[src/rtl/adcrd_pkg.sv]
package adcrd_pkg;
   typedef enum logic [1:0] {
      ST_IDLE = 2'd0,
      ST_READ = 2'd1,
      ST_GAP  = 2'd2
   } adcrd_state_e;
endpackage

[src/rtl/adcrd_chan_pick.sv]
module adcrd_chan_pick #(
   parameter int NCH = 8,
   parameter int AW  = 3
) (
   input  logic [NCH-1:0] mask,
   input  logic [AW-1:0]  cur,
   input  logic           from_start,
   output logic [AW-1:0]  nxt,
   output logic           found
);
   // lowest selected channel above cur (or from zero when from_start)
   always_comb begin
      nxt   = '0;
      found = 1'b0;
      for (int i = NCH - 1; i >= 0; i--) begin
         if (mask[i] && (from_start || (i > int'(cur)))) begin
            nxt   = AW'(i);
            found = 1'b1;
         end
      end
   end
endmodule

[src/rtl/adcrd_gap.sv]
module adcrd_gap #(
   parameter int GAP_CYC = 250,
   parameter int MIN_GAP = 2,
   parameter int TMO_CYC = 1000,
   parameter int GAP_SRC = 0
) (
   input  logic clk,
   input  logic rst_n,
   input  logic clear,
   input  logic need_conv,
   input  logic int_n,
   output logic done,
   output logic tmo
);
   localparam int LIM = (GAP_CYC > TMO_CYC) ? GAP_CYC : TMO_CYC;
   localparam int GCW = $clog2(LIM + 2);
   localparam logic [GCW-1:0] CMAX = {GCW{1'b1}};

   logic [GCW-1:0] cnt_q;

   // counts cycles since the last read started; saturates so idle time counts
   always_ff @(posedge clk or negedge rst_n) begin
      if (!rst_n)              cnt_q <= CMAX;
      else if (clear)          cnt_q <= '0;
      else if (cnt_q != CMAX)  cnt_q <= cnt_q + 1'b1;
   end

   generate
      if (GAP_SRC == 0) begin : g_timer
         wire unused_int = int_n;
         assign done = need_conv ? (cnt_q >= GCW'(GAP_CYC)) : (cnt_q >= GCW'(MIN_GAP));
         assign tmo  = 1'b0;
      end else begin : g_irq
         assign done = (cnt_q >= GCW'(MIN_GAP)) && (!need_conv || !int_n);
         assign tmo  = need_conv && int_n && (cnt_q >= GCW'(TMO_CYC));
      end
   endgenerate
endmodule

[src/rtl/adcrd_out_stage.sv]
module adcrd_out_stage #(
   parameter int DW = 8,
   parameter int AW = 3
) (
   input  logic          clk,
   input  logic          rst_n,
   input  logic          load,
   input  logic [DW-1:0] ld_data,
   input  logic [AW-1:0] ld_chan,
   input  logic          ready,
   output logic          valid,
   output logic [DW-1:0] data,
   output logic [AW-1:0] chan
);
   always_ff @(posedge clk or negedge rst_n) begin
      if (!rst_n) begin
         valid <= 1'b0;
         data  <= '0;
         chan  <= '0;
      end else if (load) begin
         valid <= 1'b1;
         data  <= ld_data;
         chan  <= ld_chan;
      end else if (ready) begin
         valid <= 1'b0;
      end
   end
endmodule

[src/rtl/adcrd_ctrl.sv]
module adcrd_ctrl #(
   parameter int NCH     = 8,
   parameter int DW      = 8,
   parameter int RD_CYC  = 4,
   parameter int GAP_CYC = 250,
   parameter int MIN_GAP = 2,
   parameter int TMO_CYC = 1000,
   parameter int GAP_SRC = 0,
   localparam int AW     = (NCH > 1) ? $clog2(NCH) : 1
) (
   input  logic           clk,
   input  logic           rst_n,
   input  logic           start_i,
   input  logic           mode_i,
   input  logic [NCH-1:0] scan_mask_i,
   output logic           adc_cs_n_o,
   output logic           adc_rd_n_o,
   output logic [AW-1:0]  adc_addr_o,
   input  logic [DW-1:0]  adc_data_i,
   input  logic           adc_rdy_i,
   input  logic           adc_int_n_i,
   output logic           smp_valid_o,
   input  logic           smp_ready_i,
   output logic [DW-1:0]  smp_data_o,
   output logic [AW-1:0]  smp_chan_o,
   output logic           busy_o,
   output logic           err_o
);
   import adcrd_pkg::*;

   localparam int RCW = $clog2(TMO_CYC + 2);

   // elaboration-time parameter checks
   if (NCH < 2)                       begin : g_bad_nch  $error("NCH must be at least 2"); end
   if (DW < 1)                        begin : g_bad_dw   $error("DW must be positive"); end
   if (RD_CYC < 3)                    begin : g_bad_rd   $error("RD_CYC must be at least 3"); end
   if (MIN_GAP < 1)                   begin : g_bad_min  $error("MIN_GAP must be positive"); end
   if (GAP_CYC < MIN_GAP)             begin : g_bad_gap  $error("GAP_CYC below MIN_GAP"); end
   if (TMO_CYC <= RD_CYC)             begin : g_bad_tmo  $error("TMO_CYC must exceed RD_CYC"); end
   if (GAP_SRC != 0 && GAP_SRC != 1)  begin : g_bad_src  $error("GAP_SRC must be 0 or 1"); end

   adcrd_state_e   state_q;
   logic [NCH-1:0] mask_q;
   logic [AW-1:0]  cur_q, tag_q;
   logic           pmode_q, have_tag_q, flush_q, conv_pend_q, err_q, bus_lo_q;
   logic [RCW-1:0] rcnt_q;

   logic [NCH-1:0] pick_mask;
   logic [AW-1:0]  pick_ch;
   logic           pick_found, pick_from0;
   logic           gap_done, gap_tmo;
   logic           launch, cap, abort_rd, emit;
   logic [AW-1:0]  emit_ch;

   assign pick_from0 = (state_q == ST_IDLE);
   assign pick_mask  = pick_from0 ? scan_mask_i : mask_q;

   adcrd_chan_pick #(.NCH(NCH), .AW(AW)) u_pick (
      .mask       (pick_mask),
      .cur        (cur_q),
      .from_start (pick_from0),
      .nxt        (pick_ch),
      .found      (pick_found)
   );

   adcrd_gap #(
      .GAP_CYC (GAP_CYC),
      .MIN_GAP (MIN_GAP),
      .TMO_CYC (TMO_CYC),
      .GAP_SRC (GAP_SRC)
   ) u_gap (
      .clk       (clk),
      .rst_n     (rst_n),
      .clear     (launch),
      .need_conv (conv_pend_q),
      .int_n     (adc_int_n_i),
      .done      (gap_done),
      .tmo       (gap_tmo)
   );

   assign launch   = (state_q == ST_GAP) && gap_done && !gap_tmo && !smp_valid_o;
   assign cap      = (state_q == ST_READ) && (rcnt_q >= RCW'(RD_CYC - 1))
                     && (pmode_q || adc_rdy_i);
   assign abort_rd = (state_q == ST_READ) && !cap && !pmode_q
                     && (rcnt_q >= RCW'(TMO_CYC));
   assign emit     = cap && (!pmode_q || have_tag_q);
   assign emit_ch  = pmode_q ? tag_q : cur_q;

   always_ff @(posedge clk or negedge rst_n) begin
      if (!rst_n) begin
         state_q     <= ST_IDLE;
         mask_q      <= '0;
         cur_q       <= '0;
         tag_q       <= '0;
         pmode_q     <= 1'b0;
         have_tag_q  <= 1'b0;
         flush_q     <= 1'b0;
         conv_pend_q <= 1'b0;
         err_q       <= 1'b0;
         bus_lo_q    <= 1'b0;
         rcnt_q      <= '0;
      end else begin
         unique case (state_q)
            ST_IDLE: begin
               if (start_i && pick_found) begin
                  mask_q     <= scan_mask_i;
                  pmode_q    <= mode_i;
                  cur_q      <= pick_ch;
                  have_tag_q <= 1'b0;
                  flush_q    <= 1'b0;
                  err_q      <= 1'b0;
                  state_q    <= ST_GAP;
               end
            end
            ST_READ: begin
               rcnt_q <= rcnt_q + 1'b1;
               if (cap) begin
                  bus_lo_q    <= 1'b0;
                  conv_pend_q <= pmode_q;
                  if (!pmode_q) begin
                     if (pick_found) begin
                        cur_q   <= pick_ch;
                        state_q <= ST_GAP;
                     end else begin
                        state_q <= ST_IDLE;
                     end
                  end else if (flush_q) begin
                     state_q <= ST_IDLE;
                  end else begin
                     tag_q      <= cur_q;
                     have_tag_q <= 1'b1;
                     if (pick_found) cur_q   <= pick_ch;
                     else            flush_q <= 1'b1;
                     state_q <= ST_GAP;
                  end
               end else if (abort_rd) begin
                  bus_lo_q    <= 1'b0;
                  conv_pend_q <= 1'b1;
                  err_q       <= 1'b1;
                  state_q     <= ST_IDLE;
               end
            end
            ST_GAP: begin
               if (gap_tmo) begin
                  err_q   <= 1'b1;
                  state_q <= ST_IDLE;
               end else if (launch) begin
                  bus_lo_q <= 1'b1;
                  rcnt_q   <= '0;
                  state_q  <= ST_READ;
               end
            end
            default: state_q <= ST_IDLE;
         endcase
      end
   end

   adcrd_out_stage #(.DW(DW), .AW(AW)) u_out (
      .clk     (clk),
      .rst_n   (rst_n),
      .load    (emit),
      .ld_data (adc_data_i),
      .ld_chan (emit_ch),
      .ready   (smp_ready_i),
      .valid   (smp_valid_o),
      .data    (smp_data_o),
      .chan    (smp_chan_o)
   );

   assign adc_cs_n_o = ~bus_lo_q;
   assign adc_rd_n_o = ~bus_lo_q;
   assign adc_addr_o = cur_q;
   assign busy_o     = (state_q != ST_IDLE);
   assign err_o      = err_q;
endmodule

[config.mk]
export PLATFORM = sky130hd
export DESIGN_NAME = adcrd_ctrl
export DESIGN_NICKNAME = d
export VERILOG_FILES = /design/src/rtl/adcrd_pkg.sv /design/src/rtl/adcrd_chan_pick.sv /design/src/rtl/adcrd_gap.sv /design/src/rtl/adcrd_out_stage.sv /design/src/rtl/adcrd_ctrl.sv
export SDC_FILE = /design/constraint.sdc
export NUM_CORES = 1
export LEC_CHECK = 0
export CORE_ASPECT_RATIO = 1.2
export CORE_MARGIN = 1
export CORE_UTILIZATION = 45
export DETAILED_ROUTE_END_ITERATION = 7
export DONT_BUFFER_PORTS = 1
export PLACE_DENSITY = 0.62
export SLEW_MARGIN = 25
export SYNTH_ARGS = -nofsm -noshare
export SYNTH_HDL_FRONTEND = slang
export SYNTH_SLANG_ARGS = --single-unit
[constraint.sdc]
create_clock -name clk -period 2.12 [get_ports clk]
set_input_delay 0.636 -clock clk [delete_from_list [all_inputs] [get_ports clk]]
set_output_delay 0.636 -clock clk [all_outputs]
set_load 0.02 [all_outputs]
# Word-level counts from Yosys, hierarchy flattened
# Index checks and enable logic that the tools add are counted.
# classes
n_eq_ne,12
n_bitwise,2
addsub,2
n_mux,57
reduce_logical,46
order_cmp,11
# ops
op,count
3-bit 2-to-1 mux,14
10-bit 2-to-1 mux,3
1-bit 2-to-1 mux,25
"10-bit by 1-bit adder with 10-bit output, second input constant",2
"10-bit by 2-bit >= comparator with 1-bit output, second input constant",2
10-bit one-hot mux with 2 select lines,1
1-bit logical AND,17
4-bit AND reduction,4
2-bit 2-to-1 mux,7
"3-bit greater-than comparator, first input constant",4
"2-bit inequality test, second input constant",6
2-bit nonzero test,6
"10-bit >= comparator, second input constant",1
"10-bit by 8-bit >= comparator with 1-bit output, second input constant",1
"10-bit inequality test, second input constant",1
1-bit logical OR,9
8-bit 2-to-1 mux,1
1-bit one-hot mux with 2 select lines,4
"2-bit by 3-bit greater-than comparator with 1-bit output, first input constant",2
"3-bit inequality test, second input constant",2
2-bit one-hot mux with 3 select lines,1
3-bit one-hot mux with 2 select lines,1
2-bit AND reduction,3
3-bit AND reduction,2
8 further kinds,11
# totals
out_inout_bits,19
in_bits,23
wordCells,145
regBits,54

# Longest topological paths before layout
# Gate-level depths: netlist (run 1).
# logic_depth
ltp_word,16
ltp_mapped,9
mapped_depth_nobuf,7

# Cells and area by module
# From an unflattened synthesis (run 1), not the netlist that was laid out.
# hier_totals
cells_unflattened,303
hier_area_um2,3289.4
# by_module_without_submodules
mod,cells_per_inst,area_each_um2,instances,seq_area_each_um2
adcrd_ctrl,178,1924.3,1,800.8
adcrd_gap,61,633.1,1,262.8
adcrd_out_stage,26,481.7,1,300.3
adcrd_chan_pick,38,250.2,1,0.0

# Least setup slack after synthesis (run 1)
# OpenSTA, ideal clock, no wires.
# synth_path
kind,register to register
from,register cur_q[1] (netlist: adc_addr_o[1])
to,register mask_q[1]
stages_incl_launch_ff,8
required_ps,1995
synth_period_minus_slack_ps,2057
setup_time_ps,125
arrival_time_ps,1932
n_path_buf,2
path_slack_ps,63
cell_sequence,dfrtp_1 > buf_2 > nor2_1 > a221oi_1 > o21ai_2 > o211ai_2 > buf_6 > mux2_4
# synth_between
elab_chain_len,13
elab_cells_between_ends,31
classes_between,order compare: 7; mux: 8; reduce/logical: 16
# synth_rtl
element,line,text
"start, declared",adcrd_ctrl.sv:44,"logic [AW-1:0] cur_q, tag_q;"
"start signal, assigned",adcrd_ctrl.sv:108,cur_q <= pick_ch;
"start signal, assigned",adcrd_ctrl.sv:122,cur_q <= pick_ch;
"start signal, assigned",adcrd_ctrl.sv:132,if (pick_found) cur_q <= pick_ch;
3-bit greater-than comparator,adcrd_chan_pick.sv:16,if (mask[i] && (from_start || (i > int'(cur)))) begin
1-bit logical OR,adcrd_chan_pick.sv:16,
1-bit logical AND,adcrd_chan_pick.sv:16,
1-bit 2-to-1 mux (6 in series),adcrd_chan_pick.sv:16,
1-bit 2-to-1 mux (*) (2 in series),adcrd_chan_pick.sv:16,
1-bit logical AND (*),adcrd_ctrl.sv:105,if (start_i && pick_found) begin
2-bit AND reduction (no source line) (*),-,
"end signal, assigned",adcrd_ctrl.sv:106,mask_q <= scan_mask_i;
"end, declared",adcrd_ctrl.sv:43,logic [NCH-1:0] mask_q;
# Every way passes the cells marked *; elsewhere a longest branch is shown, timed or not.
# A chain may end at the register's enable or synchronous reset.

# Worst setup path after layout (run 1)
# layout_path
from,register u_gap.cnt_q[0]
to,register bus_lo_q
# layout_between
elab_chain_len,6
elab_cells_between_ends,7
classes_between,order compare: 2; eq/ne: 1; mux: 1; reduce/logical: 3
# layout_rtl
element,line,text
"start, declared",adcrd_gap.sv:19,logic [GCW-1:0] cnt_q;
"start signal, assigned",adcrd_gap.sv:25,else if (cnt_q != CMAX) cnt_q <= cnt_q + 1'b1;
10-bit by 2-bit >= comparator with 1-bit output or 10-bit by 8-bit >= comparator with 1-bit output (tied branches),adcrd_gap.sv:31,assign done = need_conv ? (cnt_q >= GCW'(GAP_CYC)) : (cnt_q >= GCW'(MIN_GAP));
1-bit 2-to-1 mux (*),adcrd_gap.sv:31,
1-bit logical AND (*) (2 in series),adcrd_ctrl.sv:81,assign launch = (state_q == ST_GAP) && gap_done && !gap_tmo && !smp_valid_o;
2-bit inequality test (no source line) (*),-,
3-bit AND reduction (no source line) (*),-,
"end signal, assigned",adcrd_ctrl.sv:100,bus_lo_q <= 1'b0;
"end signal, assigned",adcrd_ctrl.sv:118,bus_lo_q <= 1'b0;
"end signal, assigned",adcrd_ctrl.sv:137,bus_lo_q <= 1'b0;
"end, declared",adcrd_ctrl.sv:45,"logic pmode_q, have_tag_q, flush_q, conv_pend_q, err_q, bus_lo_q;"
# Marked as above.

==> impl_metrics.xml, run 1 <==
<?xml version="1.0" encoding="UTF-8"?>
<metrics>
  <group name="floorplanning">
    <metric name="die_height" unit="um">88.09</metric>
    <metric name="core.rowCount" unit="">31</metric>
    <metric name="start_util" unit="%">46.22</metric>
    <metric name="ios" unit="">42</metric>
    <metric name="placeableCoreArea" unit="mm2">0.006012</metric>
    <metric name="die-area" unit="mm2">0.006495</metric>
    <metric name="fp.dieW" unit="um">73.74</metric>
  </group>
  <group name="global_routing">
    <metric name="antenna_found_initial" unit="">0</metric>
    <metric name="gr-usage-all-layers" unit="%">18.82</metric>
    <metric name="first_global_vias" unit="">1997</metric>
    <metric name="grt_start_max_net_pins" unit="">43</metric>
    <metric name="grt_overflow_total" unit="">0</metric>
    <metric name="first_pass_grt_wire_length" unit="mm">9.377</metric>
  </group>
  <group name="place">
    <metric name="dp_hpwl" unit="mm">4.066</metric>
    <metric name="place_worst_setup_slack" unit="ps">-16.61</metric>
    <metric name="dp_cells" unit="">376</metric>
    <metric name="buffer_ports.inserted" unit="">0</metric>
    <metric name="post_place_instance_area" unit="mm2">0.003099</metric>
    <metric name="place.gp.congestion" unit="">0.8536</metric>
  </group>
  <group name="sta">
    <metric name="setup_total_negative_slack" unit="ps">0</metric>
    <metric name="final.setup.worst_slack" unit="ps">110.9</metric>
    <metric name="final-max-slew-violation-count" unit="">0</metric>
    <metric name="worst_tran_pin_value" unit="ps">638.7</metric>
    <metric name="finalHoldViolations" unit="">0</metric>
    <metric name="final.period_utilization" unit="%">94.77</metric>
    <metric name="finalSetupViolations" unit="">0</metric>
    <metric name="final.min_clock_period" unit="ps">2009</metric>
    <metric name="max_slew_margin" unit="%">57.41</metric>
    <metric name="fmax" unit="GHz">0.4977</metric>
    <metric name="worst_clock_skew" unit="ps">7.099</metric>
  </group>
  <group name="clock_tree">
    <metric name="clkLatencyLatePin" unit="ps">310</metric>
    <metric name="clock_sink_count" unit="">53</metric>
    <metric name="clock_tree.buffer_depth" unit="">2</metric>
    <metric name="cts_root_buffer" unit="">clkbuf_8</metric>
    <metric name="cts_tree" unit="">done</metric>
    <metric name="clk_transition_reported_paths" unit="ps">100</metric>
    <metric name="cts_inserted_buffers" unit="">5</metric>
    <metric name="ctsHtreeMaxLevel" unit="">2</metric>
  </group>
  <group name="routing">
    <metric name="route.final.wire_length" unit="mm">5.884</metric>
    <metric name="drt.antenna.violating_nets" unit="">0</metric>
    <metric name="routedWlPerCell" unit="um">14.97</metric>
    <metric name="drtIter0Drc" unit="">96</metric>
    <metric name="post-route-drc-count" unit="">0</metric>
    <metric name="num_vias" unit="">2104</metric>
    <metric name="drt-vias-per-instance" unit="">5.354</metric>
    <metric name="drt_first_pass_iters" unit="">4</metric>
  </group>
  <group name="yosys">
    <metric name="synth_top_cells_by_area" unit="">dfrtp_1 39%, dfstp_2 9.5%, mux2_2 5.7%</metric>
    <metric name="synth_top_area_share" unit="%">38.72</metric>
    <metric name="synthDistinctLibCells" unit="">53</metric>
    <metric name="synthesis.area_per_instance" unit="um2">10.37</metric>
    <metric name="synth.cell_area" unit="mm2">0.002779</metric>
    <metric name="synth.yosys.warnings" unit="">0</metric>
    <metric name="syn_nets" unit="">295</metric>
    <metric name="synth-edff-count" unit="">0</metric>
    <metric name="synth.top_cells.by_count" unit="">43 x dfrtp_1, 32 x nor2_1, 24 x nand2_1</metric>
    <metric name="ys_dominant_reg_cell" unit="">dfrtp_1</metric>
    <metric name="synth_largest_area_cell" unit="">dfrtp_1</metric>
    <metric name="synthMostInstantiatedCell" unit="">dfrtp_1</metric>
    <metric name="synth_seq_area_share" unit="%">48.18</metric>
    <metric name="postSynth.asyncResetShare" unit="%">100.0</metric>
    <metric name="yosys_register_bits" unit="">53</metric>
    <metric name="synthesis.instances" unit="">268</metric>
  </group>
  <group name="pwr">
    <metric name="p_leak" unit="nW">1.509</metric>
    <metric name="ir_drop" unit="V">0.0005185</metric>
    <metric name="power.density_cell_area" unit="mW/mm2">1099</metric>
  </group>
  <group name="finish">
    <metric name="area_of_all_placed_cells_without_fillers" unit="mm2">0.003352</metric>
    <metric name="drive_gt1_share" unit="%">33.44</metric>
    <metric name="synthToLayoutAreaGrowth" unit="%">20.62</metric>
    <metric name="fin_nets" unit="">337</metric>
    <metric name="antenna_cells" unit="">0</metric>
    <metric name="final_util" unit="%">55.75</metric>
    <metric name="post_layout_nonfiller_instances" unit="">393</metric>
  </group>
  <group name="status">
    <metric name="status" unit="">complete, no violations</metric>
  </group>
  <group name="worst_setup_path">
    <metric name="worst_r2r_startpoint" unit="">u_gap.cnt_q[0]</metric>
    <metric name="critPathSlowestCell" unit="">dfstp_2</metric>
    <metric name="setup.reg_to_reg.worst_slack" unit="ps">110</metric>
    <metric name="crit_path_cell_trace" unit="">inv_1 &gt; ha_2 &gt; nor4_4 &gt; a21oi_2 &gt; nor3_2 &gt; a211oi_4 &gt; buf_12 &gt; buf_4 &gt; a31o_2</metric>
    <metric name="critical_path_data_required_time" unit="ps">2320</metric>
    <metric name="critical-path-max-stage-delay" unit="ps">540</metric>
    <metric name="critPathLaunch" unit="">u_gap.cnt_q[0]</metric>
    <metric name="timing.critical_path.fanout_max" unit="">3</metric>
    <metric name="arrival" unit="ps">2210</metric>
    <metric name="sort_of_element_at_the_start_of_the_critical_path" unit="">flip-flop</metric>
    <metric name="crit_path_end_kind" unit="">flip-flop</metric>
    <metric name="path_class" unit="">reg -&gt; reg</metric>
  </group>
  <group name="job">
    <metric name="max_cap_check_violation_count" unit="">0</metric>
  </group>
  <group name="min_path">
    <metric name="hold_class" unit="">in -&gt; async</metric>
  </group>
</metrics>
==> cells in the final DEF (no fill, tap or decap), types with 4 or more instances in the layout <==
| cell type | n |
|---|---|
| mux2_2 | 14 |
| clkbuf_8 | 5 |
| o21a_1 | 4 |
| nor3_1 | 9 |
| nand2_1 | 24 |
| xnor2_1 | 8 |
| xor2_1 | 4 |
| o21ai_0 | 11 |
| nand4_1 | 5 |
| dfstp_2 | 10 |
| buf_4 | 41 |
| nor2_1 | 31 |
| mux2i_1 | 4 |
| nand3_1 | 7 |
| dfrtp_1 | 43 |
| mux2_4 | 6 |
| inv_1 | 9 |
| a21oi_1 | 7 |
==> registers in the layout, summed over array words and instances, names as in the netlist <==
signal and cells:
rcnt_q 10, u_gap.cnt_q 10, u_out.data 8, mask_q 7
adc_addr_o 3, tag_q 3, u_out.chan 3, state_q 2
bus_lo_q 1, conv_pend_q 1, err_o 1, flush_q 1
have_tag_q 1, pmode_q 1, u_out.valid 1
==> kinds of logic after synthesis <==
logic type / share of synthesized area [%]
flops: 48.18
simple gates: 18.82
mux: 10.76
xor+xnor: 3.782
compound gates: 12.52
buf+inv: 4.142
fa+ha+maj: 1.801
==> layer usage <==
| layer | wire length (um) | up-vias | part of all wire, % | track usage (%) |
|---|---|---|---|---|
| li1 | - | 1036 | - | - |
| met1 | 2583 | 1024 | 44 | 24.91 |
| met2 | 2989 | 40 | 51 | 30.78 |
| met3 | 264 | 4 | 4.5 | 3.797 |
| met4 | 46 | 0 | 0.78 | 6.119 |
| met5 | 0 | - | 0 | 0 |
==> metrics by stage <==
step | hold slack [ps] | total power [mW]
after floorplan | 340.4 | 2.481
after global placement | 343.0 | 2.951
after detailed placement | 342.5 | 2.970
after CTS | 0.7387 | 3.598
after global routing | 129.7 | 3.964
final | 148.2 | 3.684
==> power breakdown <==
part | switching (mW) | internal [mW] | total [mW] | leakage [nW]
clock | 0.357 | 0.242 | 0.599 | 0.0487
sequential | 0.188 | 1.27 | 1.46 | 0.673
combinational | 0.826 | 0.800 | 1.63 | 0.787
==> what timing repair did <==
action                                  4_1_cts  5_1_grt
pin swaps                                     0        4
setup buffers                                 0        7
gates resized for setup                       2       11
hold buffers                                  1        1
hold endpoints to repair                     12       31
endpoints found under the setup margin       13       13
==> layout make-up <==
cell class              instances  area (um2)
clock buffers                   5       68.82
repair buffers                 46       389.1
inverters                      10       37.54
fillers                       544        2660
multi-input cells             194        1389
well taps                      82       102.6
flip-flops and latches         53        1339
clock inverters                 3       26.28
==> final timing paths <==
path	end	depth (start not counted)
worst max-delay path	bus_lo_q	9
worst min-delay path	rcnt_q[6]	1
worst min register to register	mask_q[7]	1
max in group asynchronous	err_o	1
worst max register to register	bus_lo_q	9
min in group clk	u_out.valid	1
==> critical path: cells and delay by family (launching register included) <==
family | cells | cell delay, ps
compound gates | 3 | 400
flops | 1 | 540
fa+ha+maj | 1 | 190
simple gates | 2 | 430
buf+inv | 3 | 340
Note: power is estimated with default switching activity, not from simulation.
==> run 2, diff against run 1 <==
--- a/config.mk
+++ b/config.mk
@@ -10,7 +10,8 @@
 export CORE_UTILIZATION = 45
 export DETAILED_ROUTE_END_ITERATION = 7
 export DONT_BUFFER_PORTS = 1
-export PLACE_DENSITY = 0.62
+export PLACE_DENSITY = 0.6
+export RECOVER_POWER = 100
 export SLEW_MARGIN = 25
 export SYNTH_ARGS = -nofsm -noshare
 export SYNTH_HDL_FRONTEND = slang
==> constraint.sdc (replaced) <==
create_clock -name clk -period 2.1 [get_ports clk]
set_input_delay 0.63 -clock clk [delete_from_list [all_inputs] [get_ports clk]]
set_output_delay 0.63 -clock clk [all_outputs]
set_load 0.02 [all_outputs]
==> impl_metrics.xml, run 2 (same netlist as run 1, synthesis figures left out) <==
<?xml version="1.0" encoding="UTF-8"?>
<metrics>
  <group name="clock_tree">
    <metric name="cts_tree" unit="">done</metric>
    <metric name="clock_tree.buffer_depth" unit="">2</metric>
    <metric name="clkLatencyLatePin" unit="ps">310</metric>
    <metric name="clk_transition_reported_paths" unit="ps">110</metric>
    <metric name="cts_root_buffer" unit="">clkbuf_8</metric>
    <metric name="ctsHtreeMaxLevel" unit="">2</metric>
    <metric name="cts_inserted_buffers" unit="">5</metric>
    <metric name="clock_sink_count" unit="">53</metric>
  </group>
  <group name="finish">
    <metric name="commonest_non_fill_non_tap_cell_in_the_layout" unit="">dfrtp_1</metric>
    <metric name="most-common-layout-cells" unit="">41 x dfrtp_1, 32 x nor2_1, 24 x nand2_1</metric>
    <metric name="layout_top_registers" unit="">rcnt_q x10, u_gap.cnt_q x10, u_out.data x8</metric>
    <metric name="fin_nets" unit="">323</metric>
    <metric name="antenna_cells" unit="">0</metric>
    <metric name="synthToLayoutAreaGrowth" unit="%">12.79</metric>
    <metric name="post_layout_nonfiller_instances" unit="">379</metric>
    <metric name="drive_gt1_share" unit="%">25.59</metric>
  </group>
  <group name="floorplanning">
    <metric name="placeableCoreArea" unit="mm2">0.006012</metric>
    <metric name="fp.dieW" unit="um">73.74</metric>
    <metric name="ios" unit="">42</metric>
    <metric name="die_height" unit="um">88.09</metric>
    <metric name="die-area" unit="mm2">0.006495</metric>
    <metric name="core.rowCount" unit="">31</metric>
    <metric name="start_util" unit="%">46.22</metric>
  </group>
  <group name="sta">
    <metric name="final.min_clock_period" unit="ps">2024</metric>
    <metric name="setup_total_negative_slack" unit="ps">0</metric>
    <metric name="worst_clock_skew" unit="ps">8.515</metric>
    <metric name="max_slew_margin" unit="%">29.54</metric>
    <metric name="finalSetupViolations" unit="">0</metric>
    <metric name="final.setup.worst_slack" unit="ps">75.90</metric>
    <metric name="worst_tran_pin_value" unit="ps">1057</metric>
    <metric name="fmax" unit="GHz">0.4940</metric>
    <metric name="final.period_utilization" unit="%">96.39</metric>
    <metric name="final-max-slew-violation-count" unit="">0</metric>
    <metric name="finalHoldViolations" unit="">0</metric>
    <metric name="rsz0062_at_grt" unit="">no</metric>
    <metric name="holdWs" unit="ps">148.3</metric>
  </group>
  <group name="pwr">
    <metric name="power.density_cell_area" unit="mW/mm2">1142</metric>
    <metric name="p_leak" unit="nW">1.367</metric>
    <metric name="power_frac_comb" unit="%">40.0</metric>
    <metric name="clock_network_fraction_of_design_power" unit="%">17.5</metric>
    <metric name="net-switching-power" unit="mW">1.388</metric>
    <metric name="seqPwrFrac" unit="%">42.5</metric>
    <metric name="report.power.total" unit="mW">3.580</metric>
    <metric name="internal_power" unit="mW">2.193</metric>
    <metric name="ir_drop" unit="V">0.0005163</metric>
    <metric name="power.switching_fraction" unit="%">38.76</metric>
  </group>
  <group name="worst_setup_path">
    <metric name="worst_r2r_startpoint" unit="">state_q[0]</metric>
    <metric name="setup.reg_to_reg.worst_slack" unit="ps">80</metric>
    <metric name="path_class" unit="">reg -&gt; reg</metric>
    <metric name="timing.reg2reg.worst_path_depth" unit="">5</metric>
    <metric name="critical_path_data_required_time" unit="ps">2300</metric>
    <metric name="crit_path_end_kind" unit="">flip-flop</metric>
    <metric name="sort_of_element_at_the_start_of_the_critical_path" unit="">flip-flop</metric>
    <metric name="worstReg2RegEnd" unit="">adc_addr_o[1]</metric>
    <metric name="arrival" unit="ps">2230</metric>
    <metric name="timing.critical_path.fanout_max" unit="">5</metric>
  </group>
  <group name="min_path">
    <metric name="hold_class" unit="">in -&gt; async</metric>
  </group>
  <group name="place">
    <metric name="dp_cells" unit="">369</metric>
    <metric name="dp_hpwl" unit="mm">4.194</metric>
    <metric name="place.gp.congestion" unit="">0.8077</metric>
    <metric name="buffer_ports.inserted" unit="">0</metric>
    <metric name="place_worst_setup_slack" unit="ps">6.520</metric>
  </group>
  <group name="routing">
    <metric name="route.final.wire_length" unit="mm">5.958</metric>
    <metric name="routedWlPerCell" unit="um">15.72</metric>
    <metric name="drt.antenna.violating_nets" unit="">0</metric>
    <metric name="drt_first_pass_iters" unit="">6</metric>
    <metric name="drt-vias-per-instance" unit="">5.420</metric>
    <metric name="post-route-drc-count" unit="">0</metric>
    <metric name="num_vias" unit="">2054</metric>
    <metric name="drtIter0Drc" unit="">74</metric>
  </group>
  <group name="job">
    <metric name="max_cap_check_violation_count" unit="">0</metric>
  </group>
  <group name="global_routing">
    <metric name="grt_overflow_total" unit="">0</metric>
    <metric name="antenna_found_initial" unit="">0</metric>
    <metric name="first_global_vias" unit="">2068</metric>
    <metric name="first_pass_grt_wire_length" unit="mm">9.784</metric>
    <metric name="grt_start_max_net_pins" unit="">44</metric>
    <metric name="gr-usage-all-layers" unit="%">19.89</metric>
  </group>
  <group name="status">
    <metric name="status" unit="">complete, no violations</metric>
  </group>
</metrics>
==> run 2: worst max-delay path by stage <==
stage,slack (ps),cells past startpoint,endpoint,startpoint
2_1_floorplan,40,7,mask_q[1],adc_addr_o[1]
4_1_cts,40,8,u_gap.cnt_q[2],u_gap.cnt_q[0]
3_3_place_gp,40,5,adc_addr_o[1],state_q[0]
3_5_place_dp,7,6,mask_q[7],state_q[0]
5_1_grt,4,7,adc_addr_o[1],rcnt_q[0]
6_report,80,5,adc_addr_o[1],state_q[0]
==> run 2: power groups by stage <==
stage / clock network [mW] / registers, mW / logic, mW
4_1_cts: 0.657 / 1.52 / 1.45
3_5_place_dp: 0 / 1.53 / 1.40
3_3_place_gp: 0 / 1.53 / 1.37
6_report: 0.627 / 1.52 / 1.43
2_1_floorplan: 0 / 1.51 / 0.998
5_1_grt: 0.686 / 1.55 / 1.59
==> run 2: routing by layer <==
layer  routed length (um)  up-vias  track usage [%]
met2                 2992       55            34.11
met1                 2557      977            23.92
met4                  123        0            7.343
li1                     -     1008                -
met5                    0        -                0
met3                  284       14            5.063
==> run 2: per-stage QoR <==
step                utilization, %  cell area [um2]
floorplan                        -             2779
global placement             50.47             3034
detailed placement           50.47             3034
CTS                          52.65             3166
global route                 52.13             3134
finish                       52.13             3134
==> run 2: area by class of cell <==
class	instances	area [um2]
Clock inverter	3	28.78
Timing Repair Buffer	32	212.7
Fill cell	544	2878
Clock buffer	5	68.82
Multi-Input combinational cell	194	1343
Sequential cell	53	1341
Inverter	10	37.54
Tap cell	82	102.6
==> run 2: worst max-delay path: stages, from the launching register on <==
cell	delay, ps
dfrtp_2	480
o21a_1	230
a221oi_2	350
o21ai_2	140
o31ai_1	340
mux2_1	370
==> run 2: timing repair <==
action | CTS | global route
endpoints found under the hold margin | 43 | 0
hold buffers | 1 | 0
resized for setup | 1 | 7
buffers inserted | 0 | 1
setup endpoints to repair | 3 | 15
pin swaps | 0 | 3
==> run 3, diff against run 2 <==
--- a/config.mk
+++ b/config.mk
@@ -7,12 +7,13 @@
 export LEC_CHECK = 0
 export CORE_ASPECT_RATIO = 1.2
 export CORE_MARGIN = 1
-export CORE_UTILIZATION = 45
+export CORE_UTILIZATION = 56
 export DETAILED_ROUTE_END_ITERATION = 7
 export DONT_BUFFER_PORTS = 1
-export PLACE_DENSITY = 0.6
+export PLACE_DENSITY = 0.71
 export RECOVER_POWER = 100
 export SLEW_MARGIN = 25
 export SYNTH_ARGS = -nofsm -noshare
 export SYNTH_HDL_FRONTEND = slang
+export SYNTH_HIERARCHICAL = 1
 export SYNTH_SLANG_ARGS = --single-unit
==> impl_metrics.xml, run 3 <==
<?xml version="1.0" encoding="UTF-8"?>
<metrics>
  <group name="yosys">
    <metric name="ys_dominant_reg_cell" unit="">dfrtp_1</metric>
    <metric name="adder_cell_fraction_of_synth_area" unit="%">3.043</metric>
    <metric name="synth_xor_xnor_area_share" unit="%">1.598</metric>
    <metric name="synth.top_cells.by_count" unit="">44 x dfrtp_1, 26 x mux2_2, 16 x nand2_1, 16 x nor2_1, 14 x inv_1</metric>
    <metric name="synthesis.area_per_instance" unit="um2">10.86</metric>
    <metric name="synth_compound_gate_area_share" unit="%">17.61</metric>
    <metric name="synth_seq_area_share" unit="%">41.46</metric>
    <metric name="synthesis.instances" unit="">303</metric>
    <metric name="synth.yosys.warnings" unit="">6</metric>
    <metric name="postSynth.asyncResetShare" unit="%">100.0</metric>
    <metric name="combinational_family_with_the_most_area_after_synthesis" unit="">compound AO/OA/AOI/OAI gates</metric>
    <metric name="synth_top_cells_by_area" unit="">dfrtp_1 33%, mux2_2 8.9%, dfstp_2 8.0%</metric>
    <metric name="syn_nets" unit="">334</metric>
    <metric name="synth_largest_area_cell" unit="">dfrtp_1</metric>
    <metric name="synth-edff-count" unit="">0</metric>
    <metric name="synth.mux.area_fraction" unit="%">15.18</metric>
    <metric name="share_of_synthesized_cell_area_in_and_or_nand_and_nor_gates" unit="%">16.58</metric>
    <metric name="synthDistinctLibCells" unit="">70</metric>
    <metric name="synth.cell_area" unit="mm2">0.003289</metric>
    <metric name="synthMostInstantiatedCell" unit="">dfrtp_1</metric>
    <metric name="synth_top_area_share" unit="%">33.47</metric>
    <metric name="yosys_register_bits" unit="">54</metric>
  </group>
  <group name="place">
    <metric name="place.gp.congestion" unit="">0.8201</metric>
    <metric name="post_place_instance_area" unit="mm2">0.003797</metric>
    <metric name="place_worst_setup_slack" unit="ps">-387.7</metric>
    <metric name="buffer_ports.inserted" unit="">0</metric>
    <metric name="dp_hpwl" unit="mm">4.966</metric>
    <metric name="dp_cells" unit="">417</metric>
  </group>
  <group name="finish">
    <metric name="area.sequential" unit="mm2">0.001364</metric>
    <metric name="drive_gt1_share" unit="%">48.06</metric>
    <metric name="multiInputGateArea" unit="mm2">0.002097</metric>
    <metric name="post_layout_nonfiller_instances" unit="">440</metric>
    <metric name="fin_nets" unit="">390</metric>
    <metric name="area_of_all_placed_cells_without_fillers" unit="mm2">0.004279</metric>
    <metric name="commonest_non_fill_non_tap_cell_in_the_layout" unit="">buf_4</metric>
    <metric name="final_util" unit="%">75.50</metric>
    <metric name="most-common-layout-cells" unit="">47 x buf_4, 44 x dfrtp_1, 24 x mux2_4</metric>
    <metric name="filler_cell_count" unit="">366</metric>
    <metric name="layout_top_registers" unit="">rcnt_q x10, u_gap/cnt_q x10</metric>
    <metric name="synthToLayoutAreaGrowth" unit="%">30.09</metric>
    <metric name="antenna_cells" unit="">0</metric>
  </group>
  <group name="global_routing">
    <metric name="first_global_vias" unit="">2762</metric>
    <metric name="grt_start_max_net_pins" unit="">45</metric>
    <metric name="antenna_found_initial" unit="">0</metric>
    <metric name="gr-usage-all-layers" unit="%">25.69</metric>
    <metric name="first_pass_grt_wire_length" unit="mm">12.59</metric>
    <metric name="grt_overflow_total" unit="">0</metric>
  </group>
  <group name="routing">
    <metric name="route.final.wire_length" unit="mm">7.829</metric>
    <metric name="post-route-drc-count" unit="">0</metric>
    <metric name="routedWlPerCell" unit="um">17.79</metric>
    <metric name="drtIter0Drc" unit="">130</metric>
    <metric name="drt-vias-per-instance" unit="">5.964</metric>
    <metric name="num_vias" unit="">2624</metric>
    <metric name="drt_first_pass_iters" unit="">5</metric>
    <metric name="drt.antenna.violating_nets" unit="">0</metric>
  </group>
  <group name="worst_setup_path">
    <metric name="cpLargestDelayFamily" unit="">multiplexers</metric>
    <metric name="critical-path-max-stage-delay" unit="ps">400</metric>
    <metric name="critPathSlowestCell" unit="">dfrtp_1</metric>
    <metric name="timing.critical_path.fanout_max" unit="">6</metric>
    <metric name="crit_path_end_kind" unit="">flip-flop</metric>
    <metric name="sort_of_element_at_the_start_of_the_critical_path" unit="">flip-flop</metric>
    <metric name="crit_buf_inv" unit="">1</metric>
    <metric name="crit_path_cell_trace" unit="">inv_2 &gt; ha_4 &gt; mux2_4 &gt; nor2b_1 &gt; o22a_1 &gt; nor2_1 &gt; nand4_1 &gt; a21boi_2 &gt; nor3_1 &gt; o211ai_1 &gt; mux2_1</metric>
    <metric name="path_class" unit="">reg -&gt; reg</metric>
    <metric name="crit_cells" unit="">11</metric>
    <metric name="timing.reg2reg.worst_path_depth" unit="">11</metric>
    <metric name="arrival" unit="ps">2720</metric>
    <metric name="critical_path_data_required_time" unit="ps">2310</metric>
  </group>
  <group name="clock_tree">
    <metric name="clock_sink_count" unit="">54</metric>
    <metric name="clk_transition_reported_paths" unit="ps">110</metric>
    <metric name="cts_root_buffer" unit="">clkbuf_8</metric>
    <metric name="cts_inserted_buffers" unit="">5</metric>
    <metric name="clkLatencyLatePin" unit="ps">320</metric>
    <metric name="cts_tree" unit="">done</metric>
    <metric name="ctsHtreeMaxLevel" unit="">2</metric>
    <metric name="clock_tree.buffer_depth" unit="">2</metric>
  </group>
  <group name="status">
    <metric name="violations" unit="">setup timing</metric>
    <metric name="status" unit="">complete, but fails checks</metric>
  </group>
  <group name="sta">
    <metric name="fmax" unit="GHz">0.3974</metric>
    <metric name="max_slew_margin" unit="%">25.75</metric>
    <metric name="worst_clock_skew" unit="ps">11.07</metric>
    <metric name="setup_total_negative_slack" unit="ps">-6532</metric>
    <metric name="holdWs" unit="ps">136.2</metric>
    <metric name="finalSetupViolations" unit="">33</metric>
    <metric name="rsz0062_at_grt" unit="">yes</metric>
    <metric name="worst_tran_pin_value" unit="ps">1114</metric>
    <metric name="final.min_clock_period" unit="ps">2516</metric>
    <metric name="final.period_utilization" unit="%">119.8</metric>
    <metric name="finalHoldViolations" unit="">0</metric>
    <metric name="final-max-slew-violation-count" unit="">0</metric>
    <metric name="final.setup.worst_slack" unit="ps">-416.2</metric>
  </group>
  <group name="pwr">
    <metric name="report.power.total" unit="mW">7.058</metric>
    <metric name="ir_drop" unit="V">0.001004</metric>
    <metric name="p_leak" unit="nW">1.854</metric>
    <metric name="power.density_cell_area" unit="mW/mm2">1649</metric>
  </group>
  <group name="floorplanning">
    <metric name="fp.dieW" unit="um">71.97</metric>
    <metric name="core.rowCount" unit="">30</metric>
    <metric name="ios" unit="">42</metric>
    <metric name="start_util" unit="%">58.04</metric>
    <metric name="die-area" unit="mm2">0.006186</metric>
    <metric name="placeableCoreArea" unit="mm2">0.005668</metric>
    <metric name="die_height" unit="um">85.96</metric>
  </group>
  <group name="min_path">
    <metric name="hold_class" unit="">in -&gt; async</metric>
  </group>
  <group name="job">
    <metric name="max_cap_check_violation_count" unit="">0</metric>
  </group>
</metrics>
run 3: layout make-up:
cell class                      instances  share of cell area, %
Multi-Input combinational cell        220                  49.01
Sequential cell                        54                  31.87
Timing Repair Buffer                   63                  12.72
Tap cell                               80                  2.339
Inverter                               15                  1.784
Clock buffer                            5                  1.608
Clock inverter                          3                 0.6725
run 3: final timing paths:
kind | to | slack [ps] | start
setup / recovery | err_o | -420 | state_q[1]
hold / removal | u_gap/cnt_q[5] | 140 | rst_n
setup reg to reg | err_o | -420 | state_q[1]
hold reg to reg | mask_q[6] | 520 | mask_q[6]
max in group asynchronous | state_q[0] | 900 | rst_n
min in group clk | u_out/data[2] | 450 | adc_data_i[2]
run 3: what timing repair did:
| action | in CTS | in global routing |
|---|---|---|
| setup buffers | 7 | 7 |
| gates resized for setup | 17 | 46 |
| endpoints found under the setup margin | 27 | 32 |
| hold endpoints to repair | 44 | 0 |
| pin swaps | 13 | 17 |
| cloned | 0 | 1 |
| hold buffers | 1 | 0 |
run 3: cells by family after synthesis:
group           after synthesis
compound gates               75
simple gates                 89
mux                          41
xor+xnor                      6
buf+inv                      29
other cells                   1
flops                        54
fa+ha+maj                     8
run 3: worst register-to-register path: stages (launching register included):
cell and delay (ps):
dfrtp_1 400, inv_2 90, ha_4 200, mux2_4 320, nor2b_1 130, o22a_1 200, nor2_1 120, nand4_1 190
a21boi_2 210, nor3_1 60, o211ai_1 130, mux2_1 350
run 3: report_power, final:
| group | internal [mW] | total, mW | switching [mW] |
|---|---|---|---|
| Sequential | 1.55 | 2.12 | 0.571 |
| Clock | 0.248 | 0.636 | 0.388 |
| Combinational | 2.33 | 4.31 | 1.98 |
run 3: routing by layer:
metal	wire, um	vias to the layer above	GRT usage, %
li1	-	1232	-
met1	3170	1318	29.87
met2	4261	62	46.66
met3	247	12	4.583
met4	149	0	9.626
met5	0	-	0
